$ cat config.mk
export PLATFORM = sky130hd
export DESIGN_NAME = tr_route
export DESIGN_NICKNAME = d
export VERILOG_FILES = /design/src/rtl/tr_pkg.sv /design/src/rtl/tr_hdr_slot.sv /design/src/rtl/tr_dim_pick.sv /design/src/rtl/tr_lvl_step.sv /design/src/rtl/tr_route.sv
export SDC_FILE = /design/constraint.sdc
export NUM_CORES = 1
export LEC_CHECK = 0
export BUFFER_PORTS_ARGS = -buffer_cell sky130_fd_sc_hd__buf_2
export CAP_MARGIN = 10
export CELL_PAD_IN_SITES_DETAIL_PLACEMENT = 1
export CELL_PAD_IN_SITES_GLOBAL_PLACEMENT = 2
export CORE_MARGIN = 2
export CORE_UTILIZATION = 29
export CTS_CLUSTER_DIAMETER = 60
export CTS_CLUSTER_SIZE = 14
export DETAILED_ROUTE_END_ITERATION = 6
export GPL_TIMING_DRIVEN = 0
export PLACE_DENSITY = 0.8
export SKIP_LAST_GASP = 1
export SLEW_MARGIN = 20
export SYNTH_ARGS = -nofsm -noshare
export SYNTH_HDL_FRONTEND = slang
export SYNTH_SLANG_ARGS = --single-unit
$ cat constraint.sdc
create_clock -name clk -period 2.9 [get_ports clk]
set_input_delay 0 -clock clk [delete_from_list [all_inputs] [get_ports clk]]
set_output_delay 0 -clock clk [all_outputs]
set_load 0.005 [all_outputs]
$ cat src/rtl/tr_pkg.sv
package tr_pkg;

  // Default network shape: 4-ary 2-cube.
  localparam int unsigned TR_K_DEF = 4;
  localparam int unsigned TR_N_DEF = 2;

  // Occupancy of the one-entry header slot.
  typedef enum logic {
    SLOT_EMPTY = 1'b0,
    SLOT_FULL  = 1'b1
  } slot_e;

endpackage

$ cat src/rtl/tr_hdr_slot.sv
module tr_hdr_slot
  import tr_pkg::*;
#(
  parameter int unsigned W = 10
) (
  input  logic         clk,
  input  logic         rst_n,
  input  logic         in_valid,
  output logic         in_ready,
  input  logic [W-1:0] in_data,
  output logic         out_valid,
  input  logic         out_ready,
  output logic [W-1:0] out_data
);

  slot_e        state_q, state_d;
  logic [W-1:0] data_q;
  logic         load_en;

  assign in_ready  = (state_q == SLOT_EMPTY) || out_ready;
  assign load_en   = in_valid && in_ready;
  assign out_valid = (state_q == SLOT_FULL);
  assign out_data  = data_q;

  always_comb begin
    state_d = state_q;
    if (load_en) begin
      state_d = SLOT_FULL;
    end else if (out_ready) begin
      state_d = SLOT_EMPTY;
    end
  end

  always_ff @(posedge clk or negedge rst_n) begin
    if (!rst_n) begin
      state_q <= SLOT_EMPTY;
    end else begin
      state_q <= state_d;
    end
  end

  // Datapath register: clock-enabled, no reset needed.
  always_ff @(posedge clk) begin
    if (load_en) begin
      data_q <= in_data;
    end
  end

  AST_TAKE_GIVES_RESULT: assert property (@(posedge clk) disable iff (!rst_n)
    in_valid && in_ready |=> out_valid) else $error("take without result");

  AST_STALL_FREEZES: assert property (@(posedge clk) disable iff (!rst_n)
    out_valid && !out_ready |=> out_valid && $stable(out_data)) else $error("stalled slot changed");

  AST_STALL_BLOCKS: assert property (@(posedge clk) disable iff (!rst_n)
    out_valid && !out_ready |-> !in_ready) else $error("slot accepts while stalled");

endmodule

$ cat src/rtl/tr_dim_pick.sv
module tr_dim_pick #(
  parameter int unsigned N  = 2,
  parameter int unsigned CW = 2,
  parameter int unsigned PW = 2
) (
  input  logic [N*CW-1:0] cur,
  input  logic [N*CW-1:0] dst,
  output logic [N-1:0]    sel,
  output logic [PW-1:0]   sel_idx,
  output logic            arrived
);

  logic [N-1:0] differs;
  logic [N:0]   seen_lower;

  assign seen_lower[0] = 1'b0;

  genvar gd;
  generate
    for (gd = 0; gd < N; gd++) begin : g_dim
      assign differs[gd]      = (cur[gd*CW +: CW] != dst[gd*CW +: CW]);
      assign sel[gd]          = differs[gd] && !seen_lower[gd];
      assign seen_lower[gd+1] = seen_lower[gd] || differs[gd];
    end
  endgenerate

  assign arrived = !seen_lower[N];

  always_comb begin
    sel_idx = '0;
    for (int d = 0; d < N; d++) begin
      if (sel[d]) begin
        sel_idx = sel_idx | PW'(d);
      end
    end
  end

endmodule

$ cat src/rtl/tr_lvl_step.sv
module tr_lvl_step #(
  parameter int unsigned K  = 4,
  parameter int unsigned N  = 2,
  parameter int unsigned CW = 2,
  parameter int unsigned LW = 2
) (
  input  logic [N*CW-1:0] cur,
  input  logic [N-1:0]    sel,
  input  logic            arrived,
  input  logic [LW-1:0]   lvl_in,
  output logic [LW-1:0]   lvl_out
);

  localparam logic [CW-1:0] EDGE = CW'(K - 1);
  localparam logic [LW-1:0] LMAX = LW'(N);

  logic [N-1:0] at_edge;
  logic         wraps;

  genvar gd;
  generate
    for (gd = 0; gd < N; gd++) begin : g_edge
      assign at_edge[gd] = (cur[gd*CW +: CW] == EDGE);
    end
  endgenerate

  assign wraps = |(sel & at_edge);

  always_comb begin
    lvl_out = lvl_in;
    if (!arrived && wraps && (lvl_in < LMAX)) begin
      lvl_out = lvl_in + 1'b1;
    end
  end

endmodule

$ cat src/rtl/tr_route.sv
module tr_route
  import tr_pkg::*;
#(
  parameter int unsigned K  = TR_K_DEF,
  parameter int unsigned N  = TR_N_DEF,
  parameter int unsigned CW = (K > 1) ? $clog2(K) : 1,
  parameter int unsigned LW = $clog2(N + 1)
) (
  input  logic            clk,
  input  logic            rst_n,
  input  logic            hdr_valid,
  output logic            hdr_ready,
  input  logic [N*CW-1:0] hdr_cur,
  input  logic [N*CW-1:0] hdr_dst,
  input  logic [LW-1:0]   hdr_lvl,
  output logic            route_valid,
  input  logic            route_ready,
  output logic [LW-1:0]   route_port,
  output logic [LW-1:0]   route_lvl,
  output logic            route_eject
);

  localparam int unsigned    HW   = 2 * N * CW + LW;
  localparam logic [LW-1:0]  LMAX = LW'(N);
  localparam logic [LW-1:0]  EJP  = LW'(N);

  logic [HW-1:0]   slot_in, slot_out;
  logic [N*CW-1:0] held_cur, held_dst;
  logic [LW-1:0]   held_lvl;
  logic [N-1:0]    dim_sel;
  logic [LW-1:0]   dim_idx;
  logic            at_dest;
  logic [LW-1:0]   next_lvl;

  assign slot_in = {hdr_cur, hdr_dst, hdr_lvl};

  tr_hdr_slot #(.W(HW)) u_slot (
    .clk       (clk),
    .rst_n     (rst_n),
    .in_valid  (hdr_valid),
    .in_ready  (hdr_ready),
    .in_data   (slot_in),
    .out_valid (route_valid),
    .out_ready (route_ready),
    .out_data  (slot_out)
  );

  assign held_cur = slot_out[HW-1 -: N*CW];
  assign held_dst = slot_out[LW +: N*CW];
  assign held_lvl = slot_out[LW-1:0];

  tr_dim_pick #(.N(N), .CW(CW), .PW(LW)) u_pick (
    .cur     (held_cur),
    .dst     (held_dst),
    .sel     (dim_sel),
    .sel_idx (dim_idx),
    .arrived (at_dest)
  );

  tr_lvl_step #(.K(K), .N(N), .CW(CW), .LW(LW)) u_lvl (
    .cur     (held_cur),
    .sel     (dim_sel),
    .arrived (at_dest),
    .lvl_in  (held_lvl),
    .lvl_out (next_lvl)
  );

  assign route_port  = at_dest ? EJP : dim_idx;
  assign route_lvl   = next_lvl;
  assign route_eject = at_dest;

  AST_LVL_NO_DROP: assert property (@(posedge clk) disable iff (!rst_n)
    route_valid |-> route_lvl >= held_lvl) else $error("level dropped");

  AST_LVL_CEILING: assert property (@(posedge clk) disable iff (!rst_n)
    route_valid && (held_lvl <= LMAX) |-> route_lvl <= LMAX) else $error("level above N");

  AST_EJECT_ONLY_HOME: assert property (@(posedge clk) disable iff (!rst_n)
    route_valid && route_eject |-> (held_cur == held_dst) && (route_lvl == held_lvl)) else $error("bad eject");

  AST_PORT_IS_DIM: assert property (@(posedge clk) disable iff (!rst_n)
    route_valid && !route_eject |-> (route_port < EJP) && (held_cur != held_dst)) else $error("bad port");

  AST_STEP_AT_MOST_ONE: assert property (@(posedge clk) disable iff (!rst_n)
    route_valid |-> route_lvl <= held_lvl + 1'b1) else $error("level jumped");

endmodule

==> impl_metrics.csv <==
group,metric,value,unit
synthesis,yosysTopAreaCell,"edfxtp_1",
synthesis,syn-instance-count,32,
pwr,peakVddDrop,204,µV
pwr,cellPowerDensity,461,nW/µm²
min_path,min_path_type,"in2async",
sta,period_share,49.6,%
placed_design,port_buffers,20,
flow_run,drv_cap,0,
synthesis,synth_area_leaders,"edfxtp_1, xnor2_1, dfrtp_1, mux2i_1, nand2_1",
synthesis,synth.distinct_cells,13,
worst_setup_path,cp_common_cell,"xnor2_1",
die,row_count,14,
sta,fin_setup_tns,0,ns
cells_and_area,layout_common_cells,"buf_2, dlygate4sd3_1, edfxtp_1, xnor2_1, nand2_1",
drt,drt-met1-wl,333,µm
die,die_y,44.1,µm
synthesis,synth.avg_cell_area,14.5,µm²
synthesis,synth_seq_cells,11,
drt,ant_nets,0,
grt,grt_pass1_wl,1560,µm
synthesis,synth_warnings,0,
drt,drc_errors,0,
sta,rsz0062_at_grt,"false",
cells_and_area,final_layout_size_suffix_gt1_share,35.3,%
sta,worst_slew_pin_slew,0.426,ns
worst_setup_path,r2r_cells,2,
clocking,clk_latency,0.26,ns
worst_setup_path,reg2reg_setup_slack,1.66,ns
drt,wl_per_cell,10.8,µm
synthesis,synth_top_area_share,64.5,%
worst_setup_path,crit_path_end,"route_lvl[0]",
worst_setup_path,required,2.90,ns
die,core,1510,µm²
sta,hold_viol_final,0,
outcome,status,"finished, final reports clean",
sta,setup_slack,1.46,ns
synthesis,syn_nets,46,
sta,setup_viol,0,
clocking,root_buffer,"clkbuf_4",
worst_setup_path,worstReg2RegEnd,"u_slot.out_data[5]",
drt,avgViaCountPerCell,4.32,
die,die_w,44.1,µm
worst_setup_path,startpoint,"u_slot.out_data[7]",
clocking,clockBufferDepth,2,
placed_design,place_area,586,µm²
cells_and_area,antenna_cells,0,
grt,grt_antenna_before_repair,0,
clocking,numCtsBuffers,3,
clocking,cts_sinks,11,
grt,grt_overflow,0,
cells_and_area,fillers,170,
worst_setup_path,regToRegStartpoint,"u_slot.out_valid",
synthesis,syn-cell-area,465,µm²
cells_and_area,layout.nets,83,
die,pin_count,21,
pwr,leakage,0.320,nW
sta,hold_ws,0.0397,ns
sta,fin_crit,1.44,ns
grt,grt_max_degree,11,
sta,maxSlewViolCount,0,
worst_setup_path,crit_type,"reg2out",
clocking,h-tree-depth,1,
drt,drt_iter0_markers,4,
worst_setup_path,worstPathMaxFanout,4,
grt,grt_pass1_vias,364,
worst_setup_path,cp-end-kind,"output port",
worst_setup_path,cpMaxStageDelayCell,"edfxtp_1",
synthesis,synth_seq_area_share,69.9,%
sta,max_clock_freq,0.696,GHz
drt,wl_met2,493,µm
clocking,clkTransAtPathRegs,0.06,ns
drt,firstDrtPassIters,2,
sta,max_slew_margin,71.6,%
drt,dr_total_vias,363,
die,start_util,30.9,%
worst_setup_path,cp.arrival,1.44,ns
cells_and_area,mostFrequentLayoutCell,"buf_2",
cells_and_area,fin_area,732,µm²
worst_setup_path,critical_path.cell_chain,"xnor2_1 -> nand2_1 -> mux2i_1 -> xnor2_1 -> buf_2",
worst_setup_path,slowest_delay,0.40,ns
die,die_area,1940,µm²
clocking,cts_tree,"built",
grt,grt.total_usage,11.6,%
placed_design,pre_cts_slack,1.66,ns
worst_setup_path,startpoint_type,"register",
drt,top_layer,"met4",
placed_design,gp_congestion,0.590,
cells_and_area,syn2layout_area_growth,57.3,%
drt,met3_wirelength,52,µm
drt,finalWirelength,906,µm
sta,finalClockSkew,0.000445,ns
==> worst max-delay path: cells and delay by family, from the launching register on <==
family        cells  cell delay (ns)
xor+xnor          2             0.27
buf+inv           1             0.12
flops             1             0.40
mux               1             0.23
simple gates      1             0.15
==> logic make-up after synthesis <==
kind of cell	share of synthesized area, %
AOI/OAI and AO/OA	2.69
and+or+nand+nor	12.1
buffers and inverters	1.61
xor gates and xnor gates	9.41
muxes	4.30
DFF	69.9
==> area by class of cell <==
cell class / instances / area (µm²) / area share (%)
Multi-Input combinational cell: 20 / 133 / 18.1
Buffer: 1 / 7.51 / 1.03
Clock buffer: 4 / 26.3 / 3.59
Tap cell: 16 / 20.0 / 2.74
Timing Repair Buffer: 32 / 220 / 30.1
Sequential cell: 11 / 325 / 44.4
==> per-stage QoR <==
stage	std cells	util [%]	power, W
final	84	48.6	0.000338
after global routing	84	48.6	0.000359
after CTS	84	48.6	0.000343
after detailed placement	68	38.9	0.000232
after global placement	68	38.9	0.000231
after floorplan	32	-	0.000213
==> where the power goes <==
part | internal [W] | total [W] | switching (W)
clock | 0.0000530 | 0.0000968 | 0.0000438
sequential | 0.000184 | 0.000189 | 0.00000527
combinational | 0.0000321 | 0.0000515 | 0.0000194
==> repair_timing <==
item | CTS | global route
buffers inserted | 0 | 0
endpoints found under the hold margin | 12 | 0
gates resized for setup | 0 | 0
hold buffers | 12 | 0
==> metal layers <==
| layer | up-vias | track usage, % |
|---|---|---|
| met2 | 15 | 20.6 |
| met1 | 160 | 12.5 |
| li1 | 184 | - |
| met4 | 0 | 9.09 |
| met5 | - | 0 |
| met3 | 4 | 1.22 |
==> worst min-delay path by stage <==
stage	end	start	slack [ns]	depth (start not counted)
2_1_floorplan	u_slot.out_valid	rst_n	-0.30	0
3_3_place_gp	u_slot.out_valid	rst_n	-0.22	1
4_1_cts	u_slot.out_valid	rst_n	0.04	2
5_1_grt	u_slot.out_valid	rst_n	0.04	2
3_5_place_dp	u_slot.out_valid	rst_n	-0.22	1
6_report	u_slot.out_valid	rst_n	0.04	2
==> Yosys cell counts <==
master	number
edfxtp_1	10
xnor2_1	5
nand2_1	4
mux2i_1	2
nand2b_1	2
nor2_1	2
a21o_1	1
a21oi_1	1
and2_1	1
and4b_1	1
buf_4	1
dfrtp_1	1
nand3_1	1
==> sequential cells by signal (all words and copies together) (netlist names) <==
name and flops:
u_slot.out_data 10, u_slot.out_valid 1
No activity file was read; power rests on OpenSTA's default activity.
